==> src/rtl/site_alarm_pkg.sv <==
package site_alarm_pkg;
  localparam int NUM_COND = 3;

  typedef enum logic [1:0] {
    EV_NONE  = 2'd0,
    EV_POWER = 2'd1,
    EV_LEVEL = 2'd2,
    EV_VALVE = 2'd3
  } event_e;

  // resting levels: {valve, level, power}
  localparam logic [NUM_COND-1:0] REST_LEVELS = 3'b110;

  function automatic logic [7:0] slot_char(input logic [1:0] slot);
    case (slot)
      2'd0:    slot_char = 8'h50;
      2'd1:    slot_char = 8'h4F;
      default: slot_char = 8'h54;
    endcase
  endfunction
endpackage

==> src/rtl/sensor_sync.sv <==
module sensor_sync #(
  parameter int WIDTH = 3,
  parameter int STAGES = 2,
  parameter logic [WIDTH-1:0] RESET_VAL = '0
) (
  input  logic             clk,
  input  logic             rst,
  input  logic [WIDTH-1:0] din,
  output logic [WIDTH-1:0] dout
);
  logic [WIDTH-1:0] stage_q [STAGES];

  genvar s;
  generate
    for (s = 0; s < STAGES; s++) begin : g_stage
      always_ff @(posedge clk) begin
        if (rst) stage_q[s] <= RESET_VAL;
        else if (s == 0) stage_q[s] <= din;
        else stage_q[s] <= stage_q[(s == 0) ? 0 : s-1];
      end
    end
  endgenerate

  assign dout = stage_q[STAGES-1];
endmodule

==> src/rtl/alarm_uart_tx.sv <==
module alarm_uart_tx #(
  parameter int CLKS_PER_BIT = 868
) (
  input  logic       clk,
  input  logic       rst,
  input  logic       in_valid,
  input  logic [7:0] in_data,
  output logic       in_ready,
  output logic       tx
);
  localparam int CW = (CLKS_PER_BIT > 1) ? $clog2(CLKS_PER_BIT) : 1;
  localparam int FRAME_BITS = 10;

  logic          busy_q;
  logic [CW-1:0] tick_q;
  logic [3:0]    bit_q;
  logic [8:0]    shift_q;

  assign in_ready = !busy_q;

  always_ff @(posedge clk) begin
    if (rst) begin
      busy_q  <= 1'b0;
      tick_q  <= '0;
      bit_q   <= '0;
      shift_q <= '1;
      tx      <= 1'b1;
    end else if (!busy_q) begin
      if (in_valid) begin
        busy_q  <= 1'b1;
        tick_q  <= '0;
        bit_q   <= '0;
        shift_q <= {1'b1, in_data};
        tx      <= 1'b0;
      end
    end else if (tick_q == CW'(CLKS_PER_BIT-1)) begin
      tick_q <= '0;
      if (bit_q == 4'(FRAME_BITS-1)) begin
        busy_q <= 1'b0;
        tx     <= 1'b1;
      end else begin
        bit_q   <= bit_q + 4'd1;
        tx      <= shift_q[0];
        shift_q <= {1'b1, shift_q[8:1]};
      end
    end else begin
      tick_q <= tick_q + CW'(1);
    end
  end

  AST_LINE_IDLE_HIGH: assert property (@(posedge clk) disable iff (rst)
    in_ready |-> tx) else $error("idle line low");
  AST_HOLD_WHILE_BUSY: assert property (@(posedge clk) disable iff (rst)
    (in_valid && !in_ready) |=> (in_valid && $stable(in_data))) else $error("offer dropped");
endmodule

==> src/rtl/alarm_sequencer.sv <==
module alarm_sequencer
  import site_alarm_pkg::*;
#(
  parameter int HOLD_CYCLES = 25_000_000,
  parameter int FINAL_CYCLES = 50_000_000
) (
  input  logic                clk,
  input  logic                rst,
  input  logic [NUM_COND-1:0] alarm,
  output logic                out_valid,
  output logic [7:0]          out_data,
  input  logic                out_ready,
  output logic                buzzer,
  output logic [1:0]          event_code
);
  localparam int MAXC = (HOLD_CYCLES > FINAL_CYCLES) ? HOLD_CYCLES : FINAL_CYCLES;
  localparam int CNTW = $clog2(MAXC + 1);
  localparam logic [1:0] LAST_SLOT = 2'(NUM_COND-1);

  typedef enum logic [2:0] {S_IDLE, S_STEP, S_SEND, S_WAIT, S_HOLD, S_FINAL} st_e;

  st_e                 st_q;
  logic [NUM_COND-1:0] mask_q;
  logic [1:0]          slot_q;
  logic [CNTW-1:0]     cnt_q;

  assign out_valid = (st_q == S_SEND);
  assign out_data  = slot_char(slot_q);

  always_ff @(posedge clk) begin
    if (rst) begin
      st_q       <= S_IDLE;
      mask_q     <= '0;
      slot_q     <= '0;
      cnt_q      <= '0;
      buzzer     <= 1'b0;
      event_code <= EV_NONE;
    end else begin
      case (st_q)
        S_IDLE: if (|alarm) begin
          mask_q <= alarm;
          slot_q <= '0;
          buzzer <= 1'b1;
          st_q   <= S_STEP;
        end
        S_STEP: begin
          if (mask_q[slot_q]) begin
            event_code <= slot_q + 2'd1;
            st_q       <= S_SEND;
          end else if (slot_q == LAST_SLOT) begin
            cnt_q <= '0;
            st_q  <= S_FINAL;
          end else begin
            slot_q <= slot_q + 2'd1;
          end
        end
        S_SEND: if (out_ready) st_q <= S_WAIT;
        S_WAIT: if (out_ready) begin
          cnt_q <= '0;
          st_q  <= S_HOLD;
        end
        S_HOLD: begin
          if (cnt_q == CNTW'(HOLD_CYCLES-1)) begin
            event_code <= EV_NONE;
            cnt_q      <= '0;
            if (slot_q == LAST_SLOT) st_q <= S_FINAL;
            else begin
              slot_q <= slot_q + 2'd1;
              st_q   <= S_STEP;
            end
          end else cnt_q <= cnt_q + CNTW'(1);
        end
        S_FINAL: begin
          if (cnt_q == CNTW'(FINAL_CYCLES-1)) begin
            buzzer <= 1'b0;
            st_q   <= S_IDLE;
          end else cnt_q <= cnt_q + CNTW'(1);
        end
        default: st_q <= S_IDLE;
      endcase
    end
  end

  AST_CODE_NEEDS_BUZZER: assert property (@(posedge clk) disable iff (rst)
    (event_code != 2'd0) |-> buzzer) else $error("code without buzzer");
  AST_CODE_ASCENDS: assert property (@(posedge clk) disable iff (rst)
    ($past(event_code) != 2'd0 && event_code != 2'd0 && event_code != $past(event_code))
      |-> (event_code > $past(event_code))) else $error("order broken");
  AST_SEND_ONLY_CAPTURED: assert property (@(posedge clk) disable iff (rst)
    out_valid |-> mask_q[slot_q]) else $error("uncaptured send");
endmodule

==> src/rtl/site_alarm_reporter.sv <==
module site_alarm_reporter
  import site_alarm_pkg::*;
#(
  parameter int CLKS_PER_BIT = 868,
  parameter int HOLD_CYCLES = 25_000_000,
  parameter int FINAL_CYCLES = 50_000_000
) (
  input  logic       clk,
  input  logic       rst,
  input  logic       power_sense,
  input  logic       level_sense,
  input  logic       valve_sense,
  output logic       uart_tx,
  output logic       buzzer,
  output logic [1:0] event_code
);
  logic [NUM_COND-1:0] raw, synced, alarm;
  logic                ch_valid, ch_ready;
  logic [7:0]          ch_data;

  assign raw = {valve_sense, level_sense, power_sense};

  sensor_sync #(.WIDTH(NUM_COND), .STAGES(2), .RESET_VAL(REST_LEVELS)) u_sync (
    .clk(clk), .rst(rst), .din(raw), .dout(synced)
  );

  assign alarm = synced ^ REST_LEVELS;

  alarm_sequencer #(.HOLD_CYCLES(HOLD_CYCLES), .FINAL_CYCLES(FINAL_CYCLES)) u_seq (
    .clk(clk), .rst(rst), .alarm(alarm),
    .out_valid(ch_valid), .out_data(ch_data), .out_ready(ch_ready),
    .buzzer(buzzer), .event_code(event_code)
  );

  alarm_uart_tx #(.CLKS_PER_BIT(CLKS_PER_BIT)) u_tx (
    .clk(clk), .rst(rst), .in_valid(ch_valid), .in_data(ch_data),
    .in_ready(ch_ready), .tx(uart_tx)
  );

  AST_QUIET_WHEN_REST: assert property (@(posedge clk) disable iff (rst)
    (!buzzer && $past(!buzzer) && alarm == '0) |=> !buzzer) else $error("spurious pass");
endmodule

==> config.mk <==
export PLATFORM = sky130hd
export DESIGN_NAME = site_alarm_reporter
export DESIGN_NICKNAME = d
export VERILOG_FILES = /design/src/rtl/site_alarm_pkg.sv /design/src/rtl/sensor_sync.sv /design/src/rtl/alarm_uart_tx.sv /design/src/rtl/alarm_sequencer.sv /design/src/rtl/site_alarm_reporter.sv
export SDC_FILE = /design/constraint.sdc
export NUM_CORES = 1
export LEC_CHECK = 0
export ABC_AREA = 1
export BUFFER_PORTS_ARGS = -buffer_cell sky130_fd_sc_hd__buf_2
export CORE_ASPECT_RATIO = 1.1
export CORE_MARGIN = 2
export CORE_UTILIZATION = 68
export CTS_BUF_LIST = sky130_fd_sc_hd__clkbuf_16
export CTS_CLUSTER_DIAMETER = 80
export DETAILED_ROUTE_END_ITERATION = 12
export PLACE_DENSITY = 0.87
export REMOVE_ABC_BUFFERS = 1
export SLEW_MARGIN = 20
export SYNTH_ARGS = -nofsm -noshare
export SYNTH_HDL_FRONTEND = slang
export SYNTH_SLANG_ARGS = --single-unit
==> constraint.sdc <==
create_clock -name clk -period 5.35 [get_ports clk]
set_clock_uncertainty 0.05 [all_clocks]
set_input_delay 1.07 -clock clk [delete_from_list [all_inputs] [get_ports clk]]
set_output_delay 1.07 -clock clk [all_outputs]
set_load 0.01 [all_outputs]
# Word-level counts from Yosys, hierarchy flattened
# Memory sizes are Yosys's and may differ from the RTL's.
# Cells that the tools add are included.
[op_classes]
muxes = 53
order_cmp = 1
reduce_logical = 16
bitwise = 3
addsub = 4
n_eq_ne = 23
[ops]
columns = ["cell", "n"]
rows = [
  ["26-bit two-way mux", 5],
  ["26-bit case mux with 4 select lines", 1],
  ["9-bit two-way mux", 4],
  ["10-bit two-way mux", 3],
  ["3-bit two-way mux", 10],
  ["26-bit by 1-bit adder with 26-bit output (second input constant)", 1],
  ["26-bit by 25-bit equality test with 1-bit output (second input constant)", 1],
  ["26-bit equality test (second input constant)", 1],
  ["3-bit case mux with 6 select lines", 1],
  ["4-bit two-way mux", 4],
  ["1-bit two-way mux", 14],
  ["2-bit two-way mux", 6],
  ["2-bit != test (second input constant)", 6],
  ["10-bit by 1-bit adder with 10-bit output (second input constant)", 1],
  ["10-bit equality test (second input constant)", 1],
  ["2-bit by 1-bit != test with 1-bit output (second input constant)", 5],
  ["5-bit case mux with 2 select lines", 1],
  ["3-bit AND reduction", 3],
  ["3-bit by 2-bit equality test with 1-bit output (second input constant)", 2],
  ["3-bit equality test (second input constant)", 2],
  ["2-bit case mux with 3 select lines", 1],
  ["6-bit AND reduction", 1],
  ["2-bit nonzero test", 3],
  ["5-bit AND reduction", 1],
  ["20 further kinds", 22],
]
[word_totals]
register_bits = 62
wordCells = 112
output_inout_bits = 4
mem_count = 1
ramBits = 6
[memory_table]
columns = ["memory", "depth", "word_bits", "read_ports", "rd_clocked_by_memory_dff", "wr", "line_no", "rtl"]
rows = [
  ["u_sync.stage_q", 2, 3, 2, 0, 2, "sensor_sync.sv:11", "logic [WIDTH-1:0] stage_q [STAGES];"],
]

# Logic depth before layout (Yosys ltp)
# An unclocked memory read counts as a cell.
[logic_depth]
depth_word = 5
ltp_mapped = 13
mapped_depth_nobuf = 12

# Modules after synthesis
# Synthesis repeated with hierarchy kept, for this count alone.
[hier_totals]
cells_unflattened = 672
area_unflattened_um2 = 4284.1
[by_module_without_submodules]
columns = ["mod", "area_per_inst_um2", "instances", "cells_each"]
rows = [
  ["alarm_sequencer", 2793.9, 1, 460],
  ["alarm_uart_tx", 1313.8, 1, 191],
  ["sensor_sync", 168.9, 1, 19],
  ["site_alarm_reporter", 7.5, 1, 2],
]

# Worst setup path after synthesis
# Ideal clock, no wire load.
[synth_timing]
kind = "input port to flip-flop"
from = "in rst"
to = "reg u_tx.shift_q[6]"
slack_ps = 3515
arrival_time_ps = 1658
cell_stages = 4
setup_time_ps = 127
required_time_ps = 5173
cell_sequence = "inv_1 -> clkbuf_1 -> buf_2 -> nand3_1"
[synth_lines]
columns = ["item", "line_no", "rtl"]
rows = [
  ["start, declared", "site_alarm_reporter.sv:9", "input logic rst,"],
  ["end signal, assigned", "alarm_uart_tx.sv:33", "shift_q <= {1'b1, in_data};"],
  ["end signal, assigned", "alarm_uart_tx.sv:44", "shift_q <= {1'b1, shift_q[8:1]};"],
  ["end, declared", "alarm_uart_tx.sv:17", "logic [8:0] shift_q;"],
]
# No word-level cell between the ends.

==> results.py <==
metrics = {
    "die": {
        "die_h_um": 84.9,
        "initial_core_util_pct": 70.1,
        "coreArea_mm2": 0.00577,
        "die_w_um": 77.6,
        "dieArea_mm2": 0.00658,
        "ios": 9,
        "rows": 29,
    },
    "yosys": {
        "avgSynthCellArea_um2": 6.32,
        "synthCells": 640,
        "yosysSeqAreaShare_pct": 33.1,
        "synth.distinct_cells": 34,
        "ys_warn_count": 0,
        "synth.cell_area_mm2": 0.00405,
        "synth_seq_cells": 67,
    },
    "timing": {
        "worst_slew_pin_slew_ns": 0.893,
        "fin_setup_tns_ns": 0,
        "finalHoldViolCount": 0,
        "period_minus_slack_ns": 2.49,
        "slew_violations": 0,
        "max_slew_margin_pct": 40.4,
        "setup_viol": 0,
        "rsz0062_at_grt": "false",
        "hold_slack_ns": 0.352,
        "setup_ws_ns": 2.86,
        "max_freq_mhz": 402,
        "final.period_utilization_pct": 46.5,
    },
    "drt": {
        "wire_per_inst_um": 12.8,
        "viasPerCell": 5.57,
        "first_pass_iters": 5,
        "post-route-drc-count": 0,
        "drt_iter0_drc": 284,
        "vias": 4030,
        "drtAntennaViolNets": 0,
        "wirelength_um": 9290,
    },
    "clocking": {
        "cts_setup_buffers": 0,
        "cts_max_path_buffers": 2,
        "h-tree-depth": 3,
        "clk-insertion-delay-late_ns": 0.33,
        "clock_sinks": 67,
        "clk_pin_slew_worst_paths_ns": 0.06,
        "cts_tree": "done",
        "root_buffer": "clkbuf_16",
        "cts_resized": 0,
        "cts_buffers": 9,
        "holdBufCountCts": 0,
    },
    "power_and_ir_drop": {
        "power_mw": 1.89,
        "p_per_area_mw_per_mm2": 434,
        "leakage_nw": 1.76,
        "ir_drop_uv": 376,
    },
    "cells_and_area": {
        "instances_no_fill": 724,
        "stdcell_area_mm2": 0.00435,
        "area_delta_synth_final_pct": 7.58,
        "final_nets": 656,
        "drive_gt1_share_pct": 10.2,
        "fillCellCount": 454,
        "finish.utilization_pct": 75.4,
        "diodes": 0,
    },
    "grt": {
        "grt_start_max_net_pins": 31,
        "grt_overflow_total": 0,
        "grt_pass1_wl_um": 15900,
        "grt_pass1_vias": 3832,
        "grt_antenna_before_repair": 0,
        "grt_usage_pct": 29.6,
    },
    "setup_path": {
        "crit_arrival_ns": 2.71,
        "cpLargestDelayFamily": "buffers and inverters",
        "path_buf_inv": 3,
        "cp_slowest_cell": "inv_1",
        "path_cells": "buf_2 > inv_1 > nand2_1 > inv_1 > nand2_1 > nor2_1",
        "worst_setup_path_start_kind": "input port",
        "worstPathMaxFanout": 30,
        "cpPeakStageDelay_ns": 0.73,
        "worstSetupPathType": "in -> reg",
        "critical_path_required_ns": 5.57,
        "cp-end-kind": "flop",
    },
    "job": {
        "cap_violations": 0,
    },
    "min_path": {
        "hp-class": "reg -> reg",
    },
    "status": {
        "status": "completed",
    },
    "placement": {
        "io_buffers": 8,
        "place_ws_ns": 2.55,
        "dpl.hpwl_um": 6480,
        "routabilityCongestion": 0.944,
        "dpl-instance-area_mm2": 0.00408,
        "placed_cells": 708,
    },
}
==> sequential cells by signal, summed over array words and instances (netlist names) <==
signal	count
u_seq.buzzer	1
u_seq.event_code	2
u_seq.slot_q	2
u_tx.tick_q	10
u_tx.shift_q	8
u_sync.stage_q	6
u_seq.st_q	3
u_tx.busy_q	1
u_tx.tx	1
u_seq.mask_q	3
u_seq.cnt_q	26
u_tx.bit_q	4
==> per-layer routing <==
| metal | vias up | track usage (%) | wire (µm) |
|---|---|---|---|
| li1 | 2048 | - | - |
| met1 | 1803 | 33.6 | 3870 |
| met4 | 0 | 17.0 | 306 |
| met2 | 148 | 53.0 | 4680 |
| met3 | 31 | 4.26 | 430 |
| met5 | - | 0 | 0 |
==> Yosys cell counts <==
cell,n,area [µm²]
nand3_2,1,10.0
nand2_2,7,43.8
or2_2,5,31.3
nor2_1,88,330
o21bai_2,7,78.8
clkbuf_1,5,18.8
o21bai_1,3,22.5
nand2_4,1,11.3
nor2_2,10,62.6
nand3b_1,3,22.5
dfxtp_1,67,1340
nand3_1,52,260
inv_4,1,6.26
xor2_1,4,35.0
buf_4,6,45.0
o21a_1,1,7.51
nor2_4,2,22.5
nand4_1,19,119
and2_1,1,6.26
o211ai_1,4,30.0
inv_1,75,282
o2111ai_1,1,8.76
a21oi_1,37,185
buf_2,4,20.0
nor3_1,7,35.0
nand4_4,1,21.3
xnor2_1,2,17.5
nand2_1,190,713
inv_2,6,22.5
ha_1,9,113
o21ai_0,17,85.1
nor4_1,1,6.26
buf_6,2,22.5
nor3_2,1,10.0
==> layout by cell type, fill, tap and decap left out, drive strengths merged, types with 2 or more instances in the layout <==
cell	synthesis	layout
o21bai	10	10
inv	82	84
nor3	8	8
clkbuf	5	9
nor2	100	100
or2	5	5
nand3b	3	3
ha	9	9
nand3	53	53
a21oi	37	37
clkinv	0	3
o211ai	4	4
clkinvlp	0	2
xor2	4	4
dfxtp	67	67
xnor2	2	2
buf	12	8
o21ai	17	17
nand4	20	20
nand2	198	198
==> logic make-up (layout without fill, tap and decap cells) <==
logic type,after synthesis,after routing,share of synthesized area [%]
flops,67,67,33.1
buf+inv,99,106,10.3
xor+xnor,6,6,1.30
simple gates,389,389,42.1
compound gates,70,70,10.3
fa+ha+maj,9,9,2.78
==> area by class of cell <==
cell class	count	area (µm²)	share of cell area, %
multi-input cells	474	2290	52.6
flip-flops and latches	67	1340	30.8
inverters	82	310	7.13
clock buffers	9	225	5.17
well taps	77	96.3	2.21
clock inverters	7	51.3	1.18
repair buffers	8	40.0	0.920
==> worst register-to-register path: stages, from the launching register on <==
cell	delay (ns)
dfxtp_1	0.47
ha_1	0.22
inv_1	0.06
nor2_2	0.15
nand2_1	0.12
nor2_4	0.13
nand4_4	0.19
nand2_4	0.34
inv_4	0.18
nand2_1	0.11
nand2_1	0.07
nor2_2	0.12
==> power by group <==
part,internal (mW),total (mW),switching [mW]
clock,0.316,0.551,0.235
combinational,0.204,0.702,0.498
sequential,0.565,0.634,0.0697
==> final timing paths <==
kind / cells after the start / to / startpoint / slack (ns)
max: 6 / u_seq.cnt_q[3] / rst / 2.86
min: 2 / u_sync.stage_q[1][0] / u_sync.stage_q[0][0] / 0.35
max reg2reg: 11 / u_seq.cnt_q[25] / u_seq.cnt_q[0] / 3.07
min reg2reg: 2 / u_sync.stage_q[1][0] / u_sync.stage_q[0][0] / 0.35
Note: power is estimated with default switching activity, not from simulation.
